--- config.mk ---
export PLATFORM = sky130hd
export DESIGN_NAME = prio_intc
export DESIGN_NICKNAME = d
export VERILOG_FILES = /design/src/rtl/intc_pkg.sv /design/src/rtl/intc_line_bank.sv /design/src/rtl/intc_arbiter.sv /design/src/rtl/intc_out_ctl.sv /design/src/rtl/prio_intc.sv
export SDC_FILE = /design/constraint.sdc
export NUM_CORES = 1
export LEC_CHECK = 0
export ABC_AREA = 1
export BUFFER_PORTS_ARGS = -buffer_cell sky130_fd_sc_hd__buf_2
export CAP_MARGIN = 15
export CORE_MARGIN = 3
export CORE_UTILIZATION = 45
export CTS_CLUSTER_DIAMETER = 50
export DETAILED_ROUTE_END_ITERATION = 8
export HOLD_SLACK_MARGIN = 0.02
export MAX_ROUTING_LAYER = met4
export SLEW_MARGIN = 25
export SYNTH_ARGS = -nofsm -noshare
export SYNTH_HDL_FRONTEND = slang
export SYNTH_SLANG_ARGS = --single-unit
--- constraint.sdc ---
create_clock -name clk -period 62.2 [get_ports clk]
set_clock_uncertainty 0.05 [all_clocks]
set_input_delay 18.66 -clock clk [delete_from_list [all_inputs] [get_ports clk]]
set_output_delay 18.66 -clock clk [all_outputs]
set_load 0.02 [all_outputs]
--- src/rtl/intc_pkg.sv ---
package intc_pkg;

    parameter int unsigned PRIO_W = 5;

    // Register offsets (address bits 7:0)
    localparam logic [7:0] OFF_PEND     = 8'h00;
    localparam logic [7:0] OFF_MASK     = 8'h04;
    localparam logic [7:0] OFF_IRQ_CODE = 8'h10;
    localparam logic [7:0] OFF_FIQ_CODE = 8'h14;
    localparam logic [7:0] OFF_CTRL     = 8'h18;
    localparam logic [7:0] OFF_CFG_BASE = 8'h1C;
    localparam logic [7:0] OFF_SWSET    = 8'h9C;

    typedef enum logic {
        ROUTE_IRQ = 1'b0,
        ROUTE_FIQ = 1'b1
    } route_e;

    typedef enum logic {
        ARB_LIVE = 1'b0,
        ARB_HELD = 1'b1
    } arb_state_e;

    // Packed so that the field layout matches the register bits 6:0
    typedef struct packed {
        logic [PRIO_W-1:0] prio;
        logic              level;
        route_e            route;
    } line_cfg_t;

endpackage

--- src/rtl/intc_line_bank.sv ---
module intc_line_bank
    import intc_pkg::*;
#(
    parameter int unsigned NUM_LINES = 32,
    localparam int unsigned IDX_W    = $clog2(NUM_LINES)
) (
    input  logic                            clk,
    input  logic                            rst_n,
    input  logic [NUM_LINES-1:0]            line_n,
    input  logic                            cfg_we,
    input  logic [IDX_W-1:0]                cfg_idx,
    input  line_cfg_t                       cfg_wdata,
    input  logic                            pend_we,
    input  logic [NUM_LINES-1:0]            pend_wdata,
    input  logic                            sw_we,
    input  logic [NUM_LINES-1:0]            sw_wdata,
    input  logic [NUM_LINES-1:0]            ack_clr,
    output logic [NUM_LINES-1:0]            pend_o,
    output line_cfg_t [NUM_LINES-1:0]       cfg_o
);

    logic [NUM_LINES-1:0] prev_q;
    logic [NUM_LINES-1:0] level_vec;
    logic [NUM_LINES-1:0] level_low;
    logic [NUM_LINES-1:0] edge_fall;
    logic [NUM_LINES-1:0] keep_mask;
    logic [NUM_LINES-1:0] set_vec;
    logic [NUM_LINES-1:0] pend_d;

    generate
        for (genvar g = 0; g < NUM_LINES; g++) begin : g_line
            assign level_vec[g] = cfg_o[g].level;

            always_ff @(posedge clk or negedge rst_n) begin
                if (!rst_n) begin
                    cfg_o[g] <= '0;
                end else if (cfg_we && (cfg_idx == IDX_W'(g))) begin
                    cfg_o[g] <= cfg_wdata;
                end
            end


            edge_latch_chk: assert property (@(posedge clk) disable iff (!rst_n)
                (prev_q[g] && !line_n[g] && !cfg_o[g].level) |=> pend_o[g]);


            level_latch_chk: assert property (@(posedge clk) disable iff (!rst_n)
                (cfg_o[g].level && !line_n[g]) |=> pend_o[g]);


            swset_latch_chk: assert property (@(posedge clk) disable iff (!rst_n)
                (sw_we && sw_wdata[g]) |=> pend_o[g]);
        end
    endgenerate

    assign level_low = level_vec & ~line_n;
    assign edge_fall = prev_q & ~line_n & ~level_vec;
    assign keep_mask = pend_we ? (pend_wdata | level_low) : '1;
    assign set_vec   = edge_fall | level_low | (sw_we ? sw_wdata : '0);
    assign pend_d    = (pend_o & keep_mask & ~ack_clr) | set_vec;

    always_ff @(posedge clk or negedge rst_n) begin
        if (!rst_n) begin
            prev_q <= '1;
            pend_o <= '0;
        end else begin
            prev_q <= line_n;
            pend_o <= pend_d;
        end
    end

endmodule

--- src/rtl/intc_arbiter.sv ---
module intc_arbiter
    import intc_pkg::*;
#(
    parameter int unsigned NUM_LINES = 32,
    parameter route_e      SEL_ROUTE = ROUTE_IRQ,
    localparam int unsigned IDX_W    = $clog2(NUM_LINES)
) (
    input  logic [NUM_LINES-1:0]      pend_i,
    input  logic [NUM_LINES-1:0]      mask_i,
    input  line_cfg_t [NUM_LINES-1:0] cfg_i,
    output logic                      valid_o,
    output logic [IDX_W-1:0]          idx_o
);

    logic [NUM_LINES-1:0] cand;
    logic [PRIO_W-1:0]    best_prio;

    generate
        for (genvar g = 0; g < NUM_LINES; g++) begin : g_cand
            assign cand[g] = pend_i[g] && !mask_i[g] && (cfg_i[g].route == SEL_ROUTE);
        end
    endgenerate

    // Scan from the top down; "<=" lets a lower index take a tie.
    always_comb begin
        valid_o   = 1'b0;
        idx_o     = '0;
        best_prio = '1;
        for (int i = NUM_LINES - 1; i >= 0; i--) begin
            if (cand[i] && (!valid_o || (cfg_i[i].prio <= best_prio))) begin
                valid_o   = 1'b1;
                idx_o     = IDX_W'(i);
                best_prio = cfg_i[i].prio;
            end
        end
    end

endmodule

--- src/rtl/intc_out_ctl.sv ---
module intc_out_ctl
    import intc_pkg::*;
(
    input  logic clk,
    input  logic rst_n,
    input  logic win_valid_i,
    input  logic ack_i,
    input  logic rearm_i,
    output logic req_o
);

    arb_state_e state_q;
    arb_state_e state_d;

    always_ff @(posedge clk or negedge rst_n) begin
        if (!rst_n) begin
            state_q <= ARB_LIVE;
        end else begin
            state_q <= state_d;
        end
    end

    always_comb begin
        state_d = state_q;
        unique case (state_q)
            ARB_LIVE: if (ack_i)   state_d = ARB_HELD;
            ARB_HELD: if (rearm_i) state_d = ARB_LIVE;
            default:               state_d = ARB_LIVE;
        endcase
    end

    always_comb begin
        req_o = (state_q == ARB_LIVE) && win_valid_i;
    end


    ack_parks_chk: assert property (@(posedge clk) disable iff (!rst_n)
        (ack_i && !rearm_i) |=> !req_o);

endmodule

--- src/rtl/prio_intc.sv ---
module prio_intc
    import intc_pkg::*;
#(
    parameter int unsigned NUM_LINES = 32,
    parameter int unsigned DATA_W    = 32,
    localparam int unsigned IDX_W    = $clog2(NUM_LINES),
    localparam int unsigned CFG_W    = $bits(line_cfg_t),
    localparam int          CFG_END  = int'(OFF_CFG_BASE) + 4 * NUM_LINES
) (
    input  logic                 clk,
    input  logic                 rst_n,
    input  logic [NUM_LINES-1:0] line_n,
    input  logic [31:0]          bus_addr,
    input  logic                 bus_rd,
    input  logic                 bus_wr,
    input  logic [DATA_W-1:0]    bus_wdata,
    output logic [DATA_W-1:0]    bus_rdata,
    output logic                 irq_req_o,
    output logic                 fiq_req_o
);

    logic [7:0]                off;
    logic                      unused_addr_hi;
    logic                      cfg_hit;
    logic [7:0]                cfg_rel;
    logic [IDX_W-1:0]          cfg_idx;
    logic [NUM_LINES-1:0]      pend;
    logic [NUM_LINES-1:0]      mask_q;
    line_cfg_t [NUM_LINES-1:0] cfg;
    logic                      irq_valid, fiq_valid;
    logic [IDX_W-1:0]          irq_idx, fiq_idx;
    logic                      irq_ack, fiq_ack;
    logic                      irq_rearm, fiq_rearm;
    logic [NUM_LINES-1:0]      ack_clr;

    assign off            = bus_addr[7:0];
    assign unused_addr_hi = ^bus_addr[31:8];

    assign cfg_hit = (int'(off) >= int'(OFF_CFG_BASE)) && (int'(off) < CFG_END) &&
                     (off[1:0] == 2'b00);
    assign cfg_rel = off - OFF_CFG_BASE;
    assign cfg_idx = cfg_rel[IDX_W+1:2];

    assign irq_ack   = bus_rd && (off == OFF_IRQ_CODE);
    assign fiq_ack   = bus_rd && (off == OFF_FIQ_CODE);
    assign irq_rearm = bus_wr && (off == OFF_CTRL) && bus_wdata[0];
    assign fiq_rearm = bus_wr && (off == OFF_CTRL) && bus_wdata[1];

    always_comb begin
        ack_clr = '0;
        if (irq_ack && irq_valid) ack_clr[irq_idx] = 1'b1;
        if (fiq_ack && fiq_valid) ack_clr[fiq_idx] = 1'b1;
    end

    always_ff @(posedge clk or negedge rst_n) begin
        if (!rst_n) begin
            mask_q <= '1;
        end else if (bus_wr && (off == OFF_MASK)) begin
            mask_q <= bus_wdata[NUM_LINES-1:0];
        end
    end

    intc_line_bank #(.NUM_LINES(NUM_LINES)) u_lines (
        .clk        (clk),
        .rst_n      (rst_n),
        .line_n     (line_n),
        .cfg_we     (bus_wr && cfg_hit),
        .cfg_idx    (cfg_idx),
        .cfg_wdata  (line_cfg_t'(bus_wdata[CFG_W-1:0])),
        .pend_we    (bus_wr && (off == OFF_PEND)),
        .pend_wdata (bus_wdata[NUM_LINES-1:0]),
        .sw_we      (bus_wr && (off == OFF_SWSET)),
        .sw_wdata   (bus_wdata[NUM_LINES-1:0]),
        .ack_clr    (ack_clr),
        .pend_o     (pend),
        .cfg_o      (cfg)
    );

    intc_arbiter #(.NUM_LINES(NUM_LINES), .SEL_ROUTE(ROUTE_IRQ)) u_arb_irq (
        .pend_i  (pend),
        .mask_i  (mask_q),
        .cfg_i   (cfg),
        .valid_o (irq_valid),
        .idx_o   (irq_idx)
    );

    intc_arbiter #(.NUM_LINES(NUM_LINES), .SEL_ROUTE(ROUTE_FIQ)) u_arb_fiq (
        .pend_i  (pend),
        .mask_i  (mask_q),
        .cfg_i   (cfg),
        .valid_o (fiq_valid),
        .idx_o   (fiq_idx)
    );

    intc_out_ctl u_ctl_irq (
        .clk         (clk),
        .rst_n       (rst_n),
        .win_valid_i (irq_valid),
        .ack_i       (irq_ack),
        .rearm_i     (irq_rearm),
        .req_o       (irq_req_o)
    );

    intc_out_ctl u_ctl_fiq (
        .clk         (clk),
        .rst_n       (rst_n),
        .win_valid_i (fiq_valid),
        .ack_i       (fiq_ack),
        .rearm_i     (fiq_rearm),
        .req_o       (fiq_req_o)
    );

    always_comb begin
        bus_rdata = '0;
        if (cfg_hit) begin
            bus_rdata[CFG_W-1:0] = cfg[cfg_idx];
        end else begin
            case (off)
                OFF_PEND:     bus_rdata[NUM_LINES-1:0] = pend;
                OFF_MASK:     bus_rdata[NUM_LINES-1:0] = mask_q;
                OFF_IRQ_CODE: bus_rdata[IDX_W-1:0]     = irq_valid ? irq_idx : '0;
                OFF_FIQ_CODE: bus_rdata[IDX_W-1:0]     = fiq_valid ? fiq_idx : '0;
                default:      bus_rdata                = '0;
            endcase
        end
    end


    irq_winner_chk: assert property (@(posedge clk) disable iff (!rst_n)
        irq_req_o |-> (pend[irq_idx] && !mask_q[irq_idx] && cfg[irq_idx].route == ROUTE_IRQ));


    fiq_winner_chk: assert property (@(posedge clk) disable iff (!rst_n)
        fiq_req_o |-> (pend[fiq_idx] && !mask_q[fiq_idx] && cfg[fiq_idx].route == ROUTE_FIQ));


    mask_all_chk: assert property (@(posedge clk) disable iff (!rst_n)
        (bus_wr && off == OFF_MASK && &bus_wdata[NUM_LINES-1:0]) |=> (!irq_req_o && !fiq_req_o));


    ack_clear_chk: assert property (@(posedge clk) disable iff (!rst_n)
        (irq_ack && irq_valid && !cfg[irq_idx].level && !bus_wr) |=> !pend[$past(irq_idx)]);

endmodule

==> out/qor.yml, run 1 <==
slew_headroom_pct: 22.4
clk_pin_slew_worst_paths_ns: 0.06
core_mm2: 0.0621
stdcell_count: 5240
path_buf_inv: 45
avgRoutedWirePerCell_um: 20.0
port_buffers: 109
grt_pass1_vias: 26766
grt_pass1_wl_um: 158000
clk_path_buf_depth: 3
htreeDepth: 2
seq_area_frac_synth_pct: 28.7
ys_ff_latch: 322
period_share_pct: 95.1
stdcell_area_mm2: 0.0331
yosys_warnings: 0
slowest_stage: "dfrtp_1"
cts_root_buffer: "clkbuf_16"
cp-end-kind: "primary output"
avgSynthCellArea_um2: 6.78
initial_utilization_pct: 45.7
drc: 0
setup_viol: 0
totalWireLength_um: 105000
synthFlopType: "dfrtp_1"
drtIter0Drc: 2833
cp_max_fo: 13
path_class: "reg2out"
num_rows: 91
cts_inserted_buffers: 52
fin_ws_ns: 3.06
dr.pass1.iters: 5
cts_tree: "done"
cap_violations: 0
dieArea_mm2: 0.0661
ant_nets: 0
tightest_slew_ns: 1.16
async_flop_share_pct: 100
place_area_mm2: 0.0303
status: "finished clean"
grt_max_degree: 104
drive_above_1_share_pct: 16.7
critPathMostFrequentCell: "nand2_2"
cp.arrival_ns: 40.43
globalplace.congestion: 0.987
routed-via-count: 29592
clk_latency_ns: 0.63
drt-vias-per-instance: 5.65
syn_nets: 4568
post-place-cells: 5113
startpoint_type: "register"
fmax_mhz: 16.9
ios: 134
postSynthCellCount: 4182
preCtsSetupSlack_ns: 0.404
fin_crit_ns: 59.14
fill_cells: 6245
critPathTopFamily: "simple AND/OR/NAND/NOR gates"
area_growth_pct: 16.7
cts.sinks: 322
synth_edf_count: 0
slowest_delay_ns: 0.37
regArea_mm2: 0.00814
drv_slew: 0
synth_area_mm2: 0.0284
grt_usage_pct: 31.5
grt_overflow_total: 0
hold_viol_final: 0
die_w_um: 257
nets: 4739
hpwl_um: 78100
ys_types: 58
multi_input_area_mm2: 0.0183
required_ns: 43.49
hp-class: "reg2reg"
fp.dieH_um: 257
antenna_found_initial: 3
fin_util_pct: 53.3
repair_timing:
item                       4_1_cts  5_1_grt
setup buffers                    0       20
hold buffers                     0        0
cloned                           0        3
gates resized for setup         15      322
pin swaps                        0       19
setup endpoints to repair        4        5
worst min-delay path, delay by kind of cell (launching register included):
| kind | cells | cell delay [ns] |
|---|---|---|
| AND/OR/NAND/NOR | 1 | 0.05 |
| flip-flops | 1 | 0.34 |
| AO/OA/AOI/OAI | 1 | 0.06 |
routing by layer:
metal / GRT usage [%] / vias to the layer above / share of wire (%)
met5: - / - / 0
met4: 9.80 / 0 / 3.5
met3: 5.18 / 195 / 8.2
met2: 46.7 / 1157 / 43
met1: 44.0 / 13707 / 46
li1: - / 14533 / -
layout by cell type, fill, tap and decap left out, drive strengths merged, types with 14 or more instances in the layout:
cell type,netlist,final
clkbuf,141,67
o221ai,20,20
inv,485,492
o21ai,783,783
dfstp,64,64
a211oi,14,14
nor3b,15,15
buf,29,286
o211ai,18,18
dfrtp,258,258
nand2,1065,1068
o22ai,54,54
nor2,295,295
a21oi,178,178
a221oi,20,20
ha,286,286
nand3,267,267
nor3,74,74
and3,15,15
nand4,33,33
clkinv,5,21
state kept, by name, indices dropped and copies added (netlist names):
signal	count
u_lines.cfg_o	224
u_lines.pend_o	32
u_lines.prev_q	32
u_ctl_irq.state_q	1
u_ctl_fiq.state_q	1
mask_q	32
per-stage QoR:
| stage | hold WS, ns | setup TNS (ns) |
|---|---|---|
| after floorplan | 0.401 | 0 |
| final | 0.435 | 0 |
| after global placement | 0.416 | 0 |
| after CTS | 0.435 | 0 |
| after detailed placement | 0.422 | 0 |
| after global routing | 0.451 | -1.65 |
kinds of logic (layout without fill, tap and decap cells):
group / Yosys count / in the layout / share of synthesized area, %
and+or+nand+nor: 1774 / 1777 / 27.0
AOI/OAI and AO/OA: 1134 / 1134 / 21.9
buffers and inverters: 665 / 877 / 9.78
DFF: 322 / 322 / 28.7
adders and majority gates: 286 / 286 / 12.6
xor gates and xnor gates: 1 / 1 / 0.0309
other: 0 / 6 / 0
synth_stat cells (4+ instances only):
| library cell | instances | area [µm²] |
|---|---|---|
| clkbuf_8 | 12 | 165 |
| nand4_1 | 33 | 206 |
| a31oi_1 | 6 | 37.5 |
| buf_1 | 9 | 33.8 |
| o21ai_0 | 749 | 3750 |
| clkbuf_1 | 129 | 484 |
| o311ai_0 | 4 | 35.0 |
| a22oi_1 | 10 | 75.1 |
| dfstp_2 | 64 | 1680 |
| nor2_2 | 18 | 113 |
| nor3_1 | 72 | 360 |
| ha_1 | 286 | 3580 |
| nor3b_1 | 15 | 113 |
| o21ai_2 | 21 | 184 |
| nand2_1 | 987 | 3700 |
| dfrtp_1 | 258 | 6460 |
| buf_6 | 12 | 135 |
| a221oi_1 | 20 | 175 |
| nand2_4 | 5 | 56.3 |
| nor2_4 | 4 | 45.0 |
| nor2_1 | 273 | 1020 |
| buf_4 | 6 | 45.0 |
| o221ai_1 | 20 | 175 |
| o21bai_1 | 8 | 60.1 |
| a21oi_1 | 176 | 881 |
| clkinv_1 | 5 | 18.8 |
| nand3_1 | 264 | 1320 |
| and3_1 | 15 | 93.8 |
| nand2_2 | 73 | 457 |
| a211oi_1 | 14 | 105 |
| inv_1 | 479 | 1800 |
| o21ai_1 | 13 | 65.1 |
| o22ai_1 | 54 | 338 |
| a21o_1 | 7 | 52.6 |
| nor4_1 | 4 | 25.0 |
| inv_2 | 6 | 22.5 |
| o211ai_1 | 18 | 135 |
final timing paths:
path / from / end / slack (ns) / cells past startpoint
setup / recovery: u_lines.pend_o[31] / bus_rdata[2] / 3.06 / 325
hold / removal: u_lines.cfg_o[51] / u_lines.cfg_o[51] / 0.43 / 2
setup reg to reg: u_lines.pend_o[31] / u_lines.pend_o[10] / 21.88 / 326
hold reg to reg: u_lines.cfg_o[51] / u_lines.cfg_o[51] / 0.43 / 2
max in group asynchronous: rst_n / u_lines.cfg_o[140] / 41.89 / 3
min in group asynchronous: rst_n / u_lines.cfg_o[11] / 17.97 / 1
layout make-up:
| cell class | count | share of cell area, % |
|---|---|---|
| antenna | 6 | 0.0454 |
| clock buffer | 67 | 4.31 |
| clock inverter | 31 | 1.19 |
| inverter | 493 | 5.61 |
| multi-input combinational | 3198 | 55.3 |
| sequential | 322 | 24.6 |
| tap | 837 | 3.17 |
| timing repair buffer | 286 | 5.76 |
Power of run 1 is not shown: default switching activity piles up to over one toggle a cycle in this logic, so the estimate is an artifact.
==> inputs of run 2 (changes only) <==
Settings changed: ABC_CLOCK_PERIOD_IN_PS from default to 62200, SYNTH_HIERARCHICAL from default to 1.
==> run 2 against run 1 <==
Clock-buffer cell count shrank 2. Via count up 16%. Register-to-register slack lost 0.65 ns. Critical path type unchanged. Largest cell class unchanged.
==> out/qor.yml, run 2 <==
status: "finished clean"
setup_viol: 0
synthAdderAreaFrac_pct: 10.2
cp-end-kind: "primary output"
startpoint_type: "register"
drtIter0Drc: 3157
initial_utilization_pct: 45.8
period_share_pct: 95.5
rsz0062_at_grt: "yes"
yosys_warnings: 6
drc: 0
cts_tree: "done"
ys_ff_latch: 322
cts-hold-fix-buffers: 0
top_register: "u_lines/cfg_o"
ys_types: 58
dr.pass1.iters: 6
htreeDepth: 2
path_class: "reg2out"
syn_nets: 5285
port_buffers: 109
synth_simple_gate_area_share_pct: 41.7
final_common_cell: "nand2_1"
synth_area_leaders: "dfrtp_1 (20%), nand2_1 (18%), nand3_1 (13%)"
postSynthCellCount: 4928
fp.dieH_um: 271
synth_top_area_share_pct: 20.4
yosysMostFrequentCell: "nand2_1"
cts_inserted_buffers: 50
cap_violations: 0
drt-vias-per-instance: 5.47
synth-xor-area-share_pct: 0.0553
grt_max_degree: 167
preCtsSetupSlack_ns: -0.0509
antenna_found_initial: 3
tightest_slew_ns: 1.22
clk_latency_ns: 0.62
synth_compound_area_share_pct: 9.47
nets: 5680
totalWireLength_um: 118000
grt_overflow_total: 0
place_area_mm2: 0.0351
clk_pin_slew_worst_paths_ns: 0.06
routed-via-count: 34460
num_rows: 96
cp.arrival_ns: 40.70
path_buf_inv: 56
clk_path_buf_depth: 3
fin_crit_ns: 59.41
layout_common_cells: "nand2_1 (1456), nand3_1 (809), inv_1 (641)"
stdcell_area_mm2: 0.0390
avgRoutedWirePerCell_um: 18.8
die_w_um: 271
largest_reg_flops: 224
area_growth_pct: 23.1
dieArea_mm2: 0.0736
fill_cells: 6872
slowest_stage: "dfstp_2"
synth_edf_count: 0
cts_root_buffer: "clkbuf_16"
grt_usage_pct: 31.4
hold_viol_final: 0
slew_headroom_pct: 18.2
ant_nets: 0
fin_setup_tns_ns: 0
grt_pass1_wl_um: 178000
avgSynthCellArea_um2: 6.42
critPathMostFrequentCell: "nand2_2"
synth_top_family_by_area: "simple AND/OR/NAND/NOR gates"
drive_above_1_share_pct: 23.5
seq_area_frac_synth_pct: 25.7
cts.sinks: 322
synth_mux_area_share_pct: 1.38
hp-class: "reg2reg"
synth_area_mm2: 0.0317
yosysTopAreaCell: "dfrtp_1"
ios: 134
cp_max_fo: 9
slowest_delay_ns: 0.61
fin_ws_ns: 2.79
globalplace.congestion: 0.948
async_flop_share_pct: 100
fmax_mhz: 16.8
required_ns: 43.49
yosys-top-cells-count: "nand2_1 (1529), nand3_1 (823), inv_1 (645)"
hpwl_um: 86800
synthFlopType: "dfrtp_1"
drv_slew: 0
critPathTopFamily: "simple AND/OR/NAND/NOR gates"
hold_slack_ns: 0.461
core_mm2: 0.0692
grt_pass1_vias: 30914
[run 2: cell types whose count changed in the layout (fill, tap and decap cells not counted), sizes merged, moves of 22 or more]
cell	change
nand2	+625
nand3	+563
o21ai	-488
buf	+235
inv	+171
a21oi	-138
nor3	-49
mux2	+30
ha	-29
nor2	+29
a32o	+23
o22ai	-22
[run 2: path summary, 6_finish.rpt]
| check | end | cells past startpoint | slack, ns | startpoint |
|---|---|---|---|---|
| worst max-delay path | bus_rdata[2] | 336 | 2.79 | mask_q[31] |
| worst min-delay path | u_lines/cfg_o[15] | 2 | 0.46 | u_lines/cfg_o[15] |
| worst max register to register | u_lines/pend_o[20] | 336 | 21.23 | mask_q[31] |
| worst min register to register | u_lines/cfg_o[15] | 2 | 0.46 | u_lines/cfg_o[15] |
| max in group asynchronous | u_lines/pend_o[15] | 3 | 42.53 | rst_n |
| min in group asynchronous | u_lines/cfg_o[201] | 1 | 18.05 | rst_n |
[run 2: area by class of cell]
type / count / area (µm²) / area share, %
diodes: 1 / 2.50 / 0.00642
clock buffers: 65 / 1380 / 3.53
clock inverters: 27 / 409 / 1.05
inverters: 666 / 2510 / 6.44
multi-input cells: 3761 / 21600 / 55.5
flip-flops and latches: 322 / 8140 / 20.9
well taps: 931 / 1160 / 2.99
repair buffers: 522 / 3750 / 9.62
[run 2: worst register-to-register path: cells and delay by family, from the launching register on]
family	cells	cell delay, ns
flip-flops	1	0.61
AND/OR/NAND/NOR	180	17.35
AO/OA/AOI/OAI	69	9.06
adder cells (fa/ha/maj)	31	9.25
buffers and inverters	56	4.59
[run 2: timing repair]
action / 4_1_cts / 5_1_grt
setup endpoints to repair: 5 / 5
pin swaps: 0 / 73
setup buffers: 0 / 39
gates resized for setup: 41 / 482
endpoints found under the hold margin: 0 / 0
gates cloned: 0 / 1
[run 2: layer usage]
metal	share of wire [%]	global-route usage, %	vias up
met1	44	43.8	16008
met2	44	46.8	1332
met3	8.9	5.25	205
met4	3.1	9.12	0
met5	0	-	-
li1	-	-	16915
[run 2: kinds of logic (layout without fill, tap and decap cells)]
kind of cell	after synthesis	count (layout)
XOR/XNOR	2	2
adder cells (fa/ha/maj)	257	257
flip-flops	322	322
other	0	1
AO/OA/AOI/OAI	489	489
buffers and inverters	846	1280
AND/OR/NAND/NOR	2982	2983
multiplexers	30	30
[run 2: stage by stage]
| stage | cells | util (%) |
|---|---|---|
| after CTS | 6252 | 53.3 |
| after global routing | 6295 | 56.3 |
| after detailed placement | 6160 | 50.7 |
| after global placement | 6160 | 50.7 |
| after floorplan | 4928 | - |
| final | 6295 | 56.3 |
Power of run 2 is left out for the same reason.
